## src/rtl/gpr_pkg.sv

```systemverilog
package gpr_pkg;
  localparam int unsigned XLEN   = 64;
  localparam int unsigned HALF_W = XLEN / 2;
  localparam int unsigned IDX_W  = 5;
  localparam int unsigned SLOTS  = (1 << IDX_W) - 1;

  typedef logic [XLEN-1:0] word_t;

  // Shape data as it will be stored for a given write width.
  function automatic word_t write_shape(input word_t data, input logic narrow);
    word_t r;
    r = narrow ? {{HALF_W{1'b0}}, data[HALF_W-1:0]} : data;
    return r;
  endfunction

  // Shape a stored word for presentation on a read port.
  function automatic word_t read_shape(input word_t stored, input logic narrow);
    word_t r;
    r = narrow ? {{HALF_W{1'b0}}, stored[HALF_W-1:0]} : stored;
    return r;
  endfunction
endpackage

```

## src/rtl/gpr_store.sv

```systemverilog
module gpr_store #(
  parameter int unsigned DATA_W = gpr_pkg::XLEN,
  parameter int unsigned IDX_W  = gpr_pkg::IDX_W,
  parameter int unsigned SLOTS  = gpr_pkg::SLOTS
) (
  input  logic                    clk,
  input  logic                    rst,
  input  logic                    wr_en,
  input  logic [IDX_W-1:0]        wr_idx,
  input  logic                    wr_narrow,
  input  logic [DATA_W-1:0]       wr_data,
  output logic [SLOTS*DATA_W-1:0] store_flat
);
  localparam int unsigned FLAT_W = SLOTS * DATA_W;

  logic              commit_en;
  logic [DATA_W-1:0] commit_value;
  logic              zero_target;

  assign zero_target  = (32'(wr_idx) >= SLOTS);
  assign commit_en    = wr_en && !zero_target;
  assign commit_value = gpr_pkg::write_shape(wr_data, wr_narrow);

  for (genvar g = 0; g < SLOTS; g++) begin : g_slot
    always_ff @(posedge clk) begin
      if (rst)
        store_flat[g*DATA_W +: DATA_W] <= '0;
      else if (commit_en && (32'(wr_idx) == g))
        store_flat[g*DATA_W +: DATA_W] <= commit_value;
    end
  end

  function automatic logic [DATA_W-1:0] slot_of(input logic [FLAT_W-1:0] f,
                                                 input logic [IDX_W-1:0] i);
    return f[32'(i)*DATA_W +: DATA_W];
  endfunction

  // a committed write shows in the selected slot after the edge
  a_r2_commit_lands: assert property (@(posedge clk) disable iff (rst)
    commit_en |=> slot_of(store_flat, $past(wr_idx)) == $past(commit_value));

  // a narrow commit leaves the upper half at zero
  a_r3_narrow_upper_clear: assert property (@(posedge clk) disable iff (rst)
    (commit_en && wr_narrow) |=>
      slot_of(store_flat, $past(wr_idx))[DATA_W-1:DATA_W/2] == '0);

  // writes to the zero index leave storage untouched
  a_r6_zero_discard: assert property (@(posedge clk) disable iff (rst)
    (wr_en && zero_target) |=> $stable(store_flat));

  // no write strobe, no change
  a_r7_idle_hold: assert property (@(posedge clk) disable iff (rst)
    !wr_en |=> $stable(store_flat));
endmodule

```

## src/rtl/gpr_read_port.sv

```systemverilog
module gpr_read_port #(
  parameter int unsigned DATA_W = gpr_pkg::XLEN,
  parameter int unsigned IDX_W  = gpr_pkg::IDX_W,
  parameter int unsigned SLOTS  = gpr_pkg::SLOTS
) (
  input  logic [SLOTS*DATA_W-1:0] store_flat,
  input  logic [IDX_W-1:0]        rd_idx,
  input  logic                    rd_narrow,
  output logic [DATA_W-1:0]       rd_data
);
  logic              hits_zero;
  logic [DATA_W-1:0] raw_word;

  assign hits_zero = (32'(rd_idx) >= SLOTS);

  always_comb begin
    raw_word = '0;
    if (!hits_zero)
      raw_word = store_flat[32'(rd_idx)*DATA_W +: DATA_W];
  end

  assign rd_data = gpr_pkg::read_shape(raw_word, rd_narrow);
endmodule

```

## src/rtl/gpr_file.sv

```systemverilog
module gpr_file (
  input  logic        clk,
  input  logic        rst,
  input  logic        wr_en,
  input  logic [4:0]  wr_idx,
  input  logic        wr_narrow,
  input  logic [63:0] wr_data,
  input  logic [4:0]  rd_a_idx,
  input  logic        rd_a_narrow,
  output logic [63:0] rd_a_data,
  input  logic [4:0]  rd_b_idx,
  input  logic        rd_b_narrow,
  output logic [63:0] rd_b_data
);
  localparam int unsigned DATA_W = gpr_pkg::XLEN;
  localparam int unsigned IDX_W  = gpr_pkg::IDX_W;
  localparam int unsigned SLOTS  = gpr_pkg::SLOTS;
  localparam int unsigned PORTS  = 2;

  logic [SLOTS*DATA_W-1:0] store_flat;
  logic [IDX_W-1:0]        port_idx    [PORTS];
  logic                    port_narrow [PORTS];
  logic [DATA_W-1:0]       port_data   [PORTS];

  assign port_idx[0]    = rd_a_idx;
  assign port_idx[1]    = rd_b_idx;
  assign port_narrow[0] = rd_a_narrow;
  assign port_narrow[1] = rd_b_narrow;
  assign rd_a_data      = port_data[0];
  assign rd_b_data      = port_data[1];

  gpr_store #(.DATA_W(DATA_W), .IDX_W(IDX_W), .SLOTS(SLOTS)) store_i (
    .clk        (clk),
    .rst        (rst),
    .wr_en      (wr_en),
    .wr_idx     (wr_idx),
    .wr_narrow  (wr_narrow),
    .wr_data    (wr_data),
    .store_flat (store_flat)
  );

  for (genvar p = 0; p < PORTS; p++) begin : g_port
    gpr_read_port #(.DATA_W(DATA_W), .IDX_W(IDX_W), .SLOTS(SLOTS)) port_i (
      .store_flat (store_flat),
      .rd_idx     (port_idx[p]),
      .rd_narrow  (port_narrow[p]),
      .rd_data    (port_data[p])
    );

    // the zero index always reads zero
    a_r5_zero_read: assert property (@(posedge clk) disable iff (rst)
      (port_idx[p] == 5'd31) |-> (port_data[p] == '0));

    // narrow views are zero-extended
    a_r4_narrow_ext: assert property (@(posedge clk) disable iff (rst)
      port_narrow[p] |-> (port_data[p][DATA_W-1:DATA_W/2] == '0));
  end

  // just after reset every port reads zero
  a_r1_reset_clear: assert property (@(posedge clk)
    $fell(rst) |-> (rd_a_data == '0 && rd_b_data == '0));
endmodule

```

## config.mk

```make
export PLATFORM = sky130hd
export DESIGN_NAME = gpr_file
export DESIGN_NICKNAME = d
export VERILOG_FILES = /design/src/rtl/gpr_pkg.sv /design/src/rtl/gpr_store.sv /design/src/rtl/gpr_read_port.sv /design/src/rtl/gpr_file.sv
export SDC_FILE = /design/constraint.sdc
export NUM_CORES = 2
export LEC_CHECK = 0
export BUFFER_PORTS_ARGS = -buffer_cell sky130_fd_sc_hd__buf_2
export CORE_ASPECT_RATIO = 1.1
export CORE_UTILIZATION = 45
export CTS_CLUSTER_DIAMETER = 50
export CTS_CLUSTER_SIZE = 10
export DETAILED_ROUTE_END_ITERATION = 8
export SYNTH_ARGS = -nofsm -noshare
export SYNTH_HDL_FRONTEND = slang
export SYNTH_HIERARCHICAL = 1
export SYNTH_SLANG_ARGS = --single-unit
```

## constraint.sdc

```tcl
create_clock -name clk -period 5.45 [get_ports clk]
set_input_delay 0.2725 -clock clk [delete_from_list [all_inputs] [get_ports clk]]
set_output_delay 0.2725 -clock clk [all_outputs]
set_load 0.02 [all_outputs]
```

# Word-level counts from Yosys, hierarchy flattened
# Cells that the tools add are included.
dict set report totals {
  register_bits 1984
  latch_bits 0
  ram_bits 0
  rom_bits 0
  input_bits 85
  out_inout_bits 128
  n_memories 0
}
dict set report op_classes {
  n_addsub 0
  n_mul 0
  div 0
  magnitude_cmp 3
  eq_ne 30
  shift 2
  n_mux 5
  bitwise_logic 0
  reduce_logical 34
}
# operator n
set op_table {}
lappend op_table {{indexed part select 1984 x 12 -> 64 bit} 2}
lappend op_table {{2-to-1 mux 64 bit} 5}
lappend op_table {{equality test 5 bit, second input constant} 15}
lappend op_table {{equality test 5 x 4 -> 1 bit, second input constant} 8}
lappend op_table {{logical AND 1 bit} 32}
lappend op_table {{equality test 5 x 3 -> 1 bit, second input constant} 4}
lappend op_table {{>= comparator 5 bit, second input constant} 3}
lappend op_table {{equality test 5 x 2 -> 1 bit, second input constant} 2}
lappend op_table {{equality test 5 x 1 -> 1 bit, second input constant} 1}
lappend op_table {{logical NOT 5 bit} 1}
lappend op_table {{logical NOT 1 bit} 1}

# Longest topological paths before layout
dict set report logic_depth {
  word_depth 4
  ltp_mapped 10
  mapped_depth_nobuf 5
}

# By module
# The synthesis kept the hierarchy.
# module instances cells_each area_per_inst_um2
set modules_own_cells {}
lappend modules_own_cells {gpr_store 1 6678 75713.9}
lappend modules_own_cells {gpr_read_port 2 1346 16285.6}

# Least setup slack after synthesis
# No wires, ideal clock.
dict set report synth_path {
  kind {input to output}
  startpoint {input rd_a_idx[0]}
  endpoint {output rd_a_data[0]}
  arrival_time_ns 1.961
  required_ns 5.178
  path_slack_ns 3.216
  stages 7
  cell_sequence {buf_6 buf_6 buf_2 mux4_2 mux4_2 nand2_1 nand2_1}
}
dict set report synth_via {
  elab_chain_len 3
}
# element line
set synth_rtl {}
lappend synth_rtl {{start: declaration} gpr_file.sv:8} ;# input logic [4:0] rd_a_idx,
lappend synth_rtl {{indexed part select 1984 x 12 -> 64 bit / >= comparator 5 bit (equally long branches)} {gpr_read_port.sv:19, gpr_read_port.sv:14}}
lappend synth_rtl {{2-to-1 mux 64 bit (*)} gpr_read_port.sv:18} ;# if (!hits_zero)
lappend synth_rtl {{2-to-1 mux 64 bit (*)} gpr_pkg.sv:19} ;# r = narrow ? {{HALF_W{1'b0}}, stored[HALF_W-1:0]} : stored;
lappend synth_rtl {{end: declaration} gpr_file.sv:10} ;# output logic [63:0] rd_a_data,
# Mark *: on every way between the ends. The rest lies on a longest branch, timed or not.

# Worst setup path after layout
dict set report layout_path {
  startpoint {input rd_a_idx[1]}
  endpoint {output rd_a_data[44]}
}
# The elaborated chain is that of the path after synthesis.

==> metrics.cfg <==
[cells_and_area]
final_layout_size_suffix_gt1_share_pct = 18.8
fin_area_mm2 = 0.119
finish.utilization_pct = 49.9
layout.nets = 9121
largest-register = store_i/store_flat
nFillCells = 21100
area_delta_synth_final_pct = 10.1
largestRegisters = store_i/store_flat: 1984 flops
largest_register_ffs = 1984

[pwr]
p_leak_nw = 54.3
pwr-share-seq_pct = 42.1
irDropWorstVdd_uv = 316
p_clk_share_pct = 50.1
power_frac_comb_pct = 7.8
finalPower_mw = 34.9
p_int_mw = 26.3
swShare_pct = 24.5
power.switching_mw = 8.54
power.density_mw_per_mm2 = 292

[clocking]
cts_buffer_depth = 4
cts_setup_buffers = 0
ctsHoldBuffers = 11
ctsHtreeMaxLevel = 5
path_clk_slew_ps = 50
cts_tree = built
insertion_delay_ps = 910
clkSinkCount = 1984
cts-root-buf = clkbuf_16
cts.repair.resized = 0
cts_buffers = 282

[placement]
port_buffers = 212
place_area_mm2 = 0.110
gp_congestion = 0.796
post-place-ws_ps = 1640
place_hpwl_um = 201000

[timing]
clock_skew_ps = 0
setup_viol = 0
period_share_pct = 72.2
period_needed_ps = 3940
rsz0062_at_grt = no
finalWorstSetupSlack_ps = 1510
drv_slew = 0
tns_ps = 0
hold_viol_final = 0
max_freq_mhz = 254
slew_headroom_pct = 8.59
tightest_slew_ps = 1370

[routing]
drtIter0Drc = 6398
ant_nets = 0
drc = 0
wl_um = 366000
firstDrtPassIters = 5
wl_per_cell_um = 29.7
vias_per_cell = 6.14
vias = 75700

[grt]
grt_start_max_net_pins = 287
antenna_found_initial = 32
gr-total-overflow = 0
grtUsageTotal_pct = 29.6
grt_pass1_vias = 78400
grt_pass1_wl_um = 536000

[synthesis]
synth-edff-count = 0
synth_ff_type = dfxtp_1
ys_types = 38
synthCells = 9370
yosysSeqAreaShare_pct = 36.7
syn_area_per_cell_um2 = 11.6
synth_warnings = 6
synth_nets = 9455
async_reset_ff_share_pct = 0
synth-seq-cells = 1984
netlist_area_mm2 = 0.108

[critical_path]
r2r_setup_slack_ps = 4710
cp_num_buf_inv = 3
cp_slowest_stage_delay_ps = 930
r2r_end = store_i/store_flat[1583]
endpoint = rd_a_data[44]
r2r_start = store_i/store_flat[1583]
crit_start = rd_a_idx[1]
required_ps = 5180
crit_type = primary input to output port
path_depth = 7
crit_chain = buf_8 > and2_2 > buf_4 > a311o_1 > o21ai_0 > o21a_1 > buf_2
cpMaxStageDelayCell = a311o_1
arrival_ps = 3660
startpoint_type = primary input
crit_family = compound AO/OA/AOI/OAI gates
r2r_cells = 2
cp_max_fo = 41
cp-end-kind = output port

[run]
max_cap_viol_count = 0

[floorplanning]
core_mm2 = 0.239
initial_core_util_pct = 45.4
io_pins = 213
rows = 188
die_h_um = 516
die_area_mm2 = 0.243
die_w_um = 470

[hold_path]
hold_class = primary input to register

[outcome]
outcome = finished, final reports clean

cells by family after synthesis:
group	count (synthesis)	synth area share, %
AND/OR/NAND/NOR	2433	13.4
AO/OA/AOI/OAI	534	3.32
buffers and inverters	1033	4.62
multiplexers	3386	42.0
flip-flops	1984	36.7
cells in the mapped netlist, types with 62 or more instances:
cell type  number  area, um^2
clkbuf_1      526        1970
nand2_1       312        1170
o21ai_0       124         621
mux2i_1      2464       24700
nand2b_1     2018       12600
o2bb2ai_1      64         561
a21oi_1        64         320
o21a_1         62         465
buf_2         256        1280
dfxtp_1      1984       39700
a22oi_1       102         766
mux4_2        922       20800
buf_4         131         983
a31oi_1        64         400
layer usage:
metal  vias up  GRT usage (%)  routed length, um
met1     39400           37.4             153000
met5         -              0                 76
met4        12           13.7              17600
met3       748           4.85              20500
li1      33100              -                  -
met2      2488           49.7             175000
worst min-delay path by stage:
stage / slack [ps] / start / depth (start not counted) / end
final: 140 / wr_data[14] / 4 / store_i/store_flat[334]
after global routing: 110 / wr_data[14] / 4 / store_i/store_flat[1614]
after CTS: 50 / wr_data[14] / 4 / store_i/store_flat[974]
after detailed placement: 480 / store_i/store_flat[1763] / 2 / store_i/store_flat[1763]
after global placement: 470 / store_i/store_flat[92] / 2 / store_i/store_flat[92]
after floorplan: 460 / store_i/store_flat[64] / 2 / store_i/store_flat[64]
power groups by stage:
stage | logic, mW | registers (mW) | clock network [mW]
3_5_place_dp | 2.69 | 15.0 | 0
4_1_cts | 2.70 | 14.7 | 17.8
5_1_grt | 2.81 | 14.7 | 18.4
3_3_place_gp | 2.68 | 15.0 | 0
2_1_floorplan | 1.83 | 14.9 | 0
6_report | 2.72 | 14.7 | 17.5
worst min-delay path: stages:
cell and delay, ps:
buf_2 180, nand2b_1 100, buf_4 250, mux2i_1 160
layout make-up:
| cell class | instances | area (um^2) | share of cell area (%) |
|---|---|---|---|
| Tap cell | 3135 | 3920 | 3.29 |
| Multi-Input combinational cell | 6353 | 64100 | 53.7 |
| Timing Repair Buffer | 371 | 2730 | 2.29 |
| Clock buffer | 346 | 7680 | 6.44 |
| Clock inverter | 68 | 893 | 0.749 |
| Sequential cell | 1984 | 39700 | 33.3 |
| Antenna cell | 25 | 62.6 | 0.0525 |
| Inverter | 44 | 175 | 0.147 |
layout by cell type, fill, tap and decap left out, types with 34 or more instances in the layout:
cell type and count:
clkbuf_1 34, o21ai_0 124, buf_2 201, buf_4 122, clkbuf_16 289, o2bb2ai_1 64, inv_1 40, nand2b_1 2018
dfxtp_1 1984, mux2i_1 2464, a21oi_1 64, mux4_2 922, and3_1 40, o221ai_1 40, o21a_1 62, nand2_1 312
a31oi_1 64, a22oi_1 102
through the flow:
| stage | hold WS (ps) | instances |
|---|---|---|
| floorplan | 456 | 9370 |
| global placement | 466 | 11900 |
| detailed placement | 477 | 11900 |
| CTS | 50.8 | 12300 |
| global route | 115 | 12300 |
| finish | 140 | 12300 |
No activity file was read; power rests on OpenSTA's default activity.
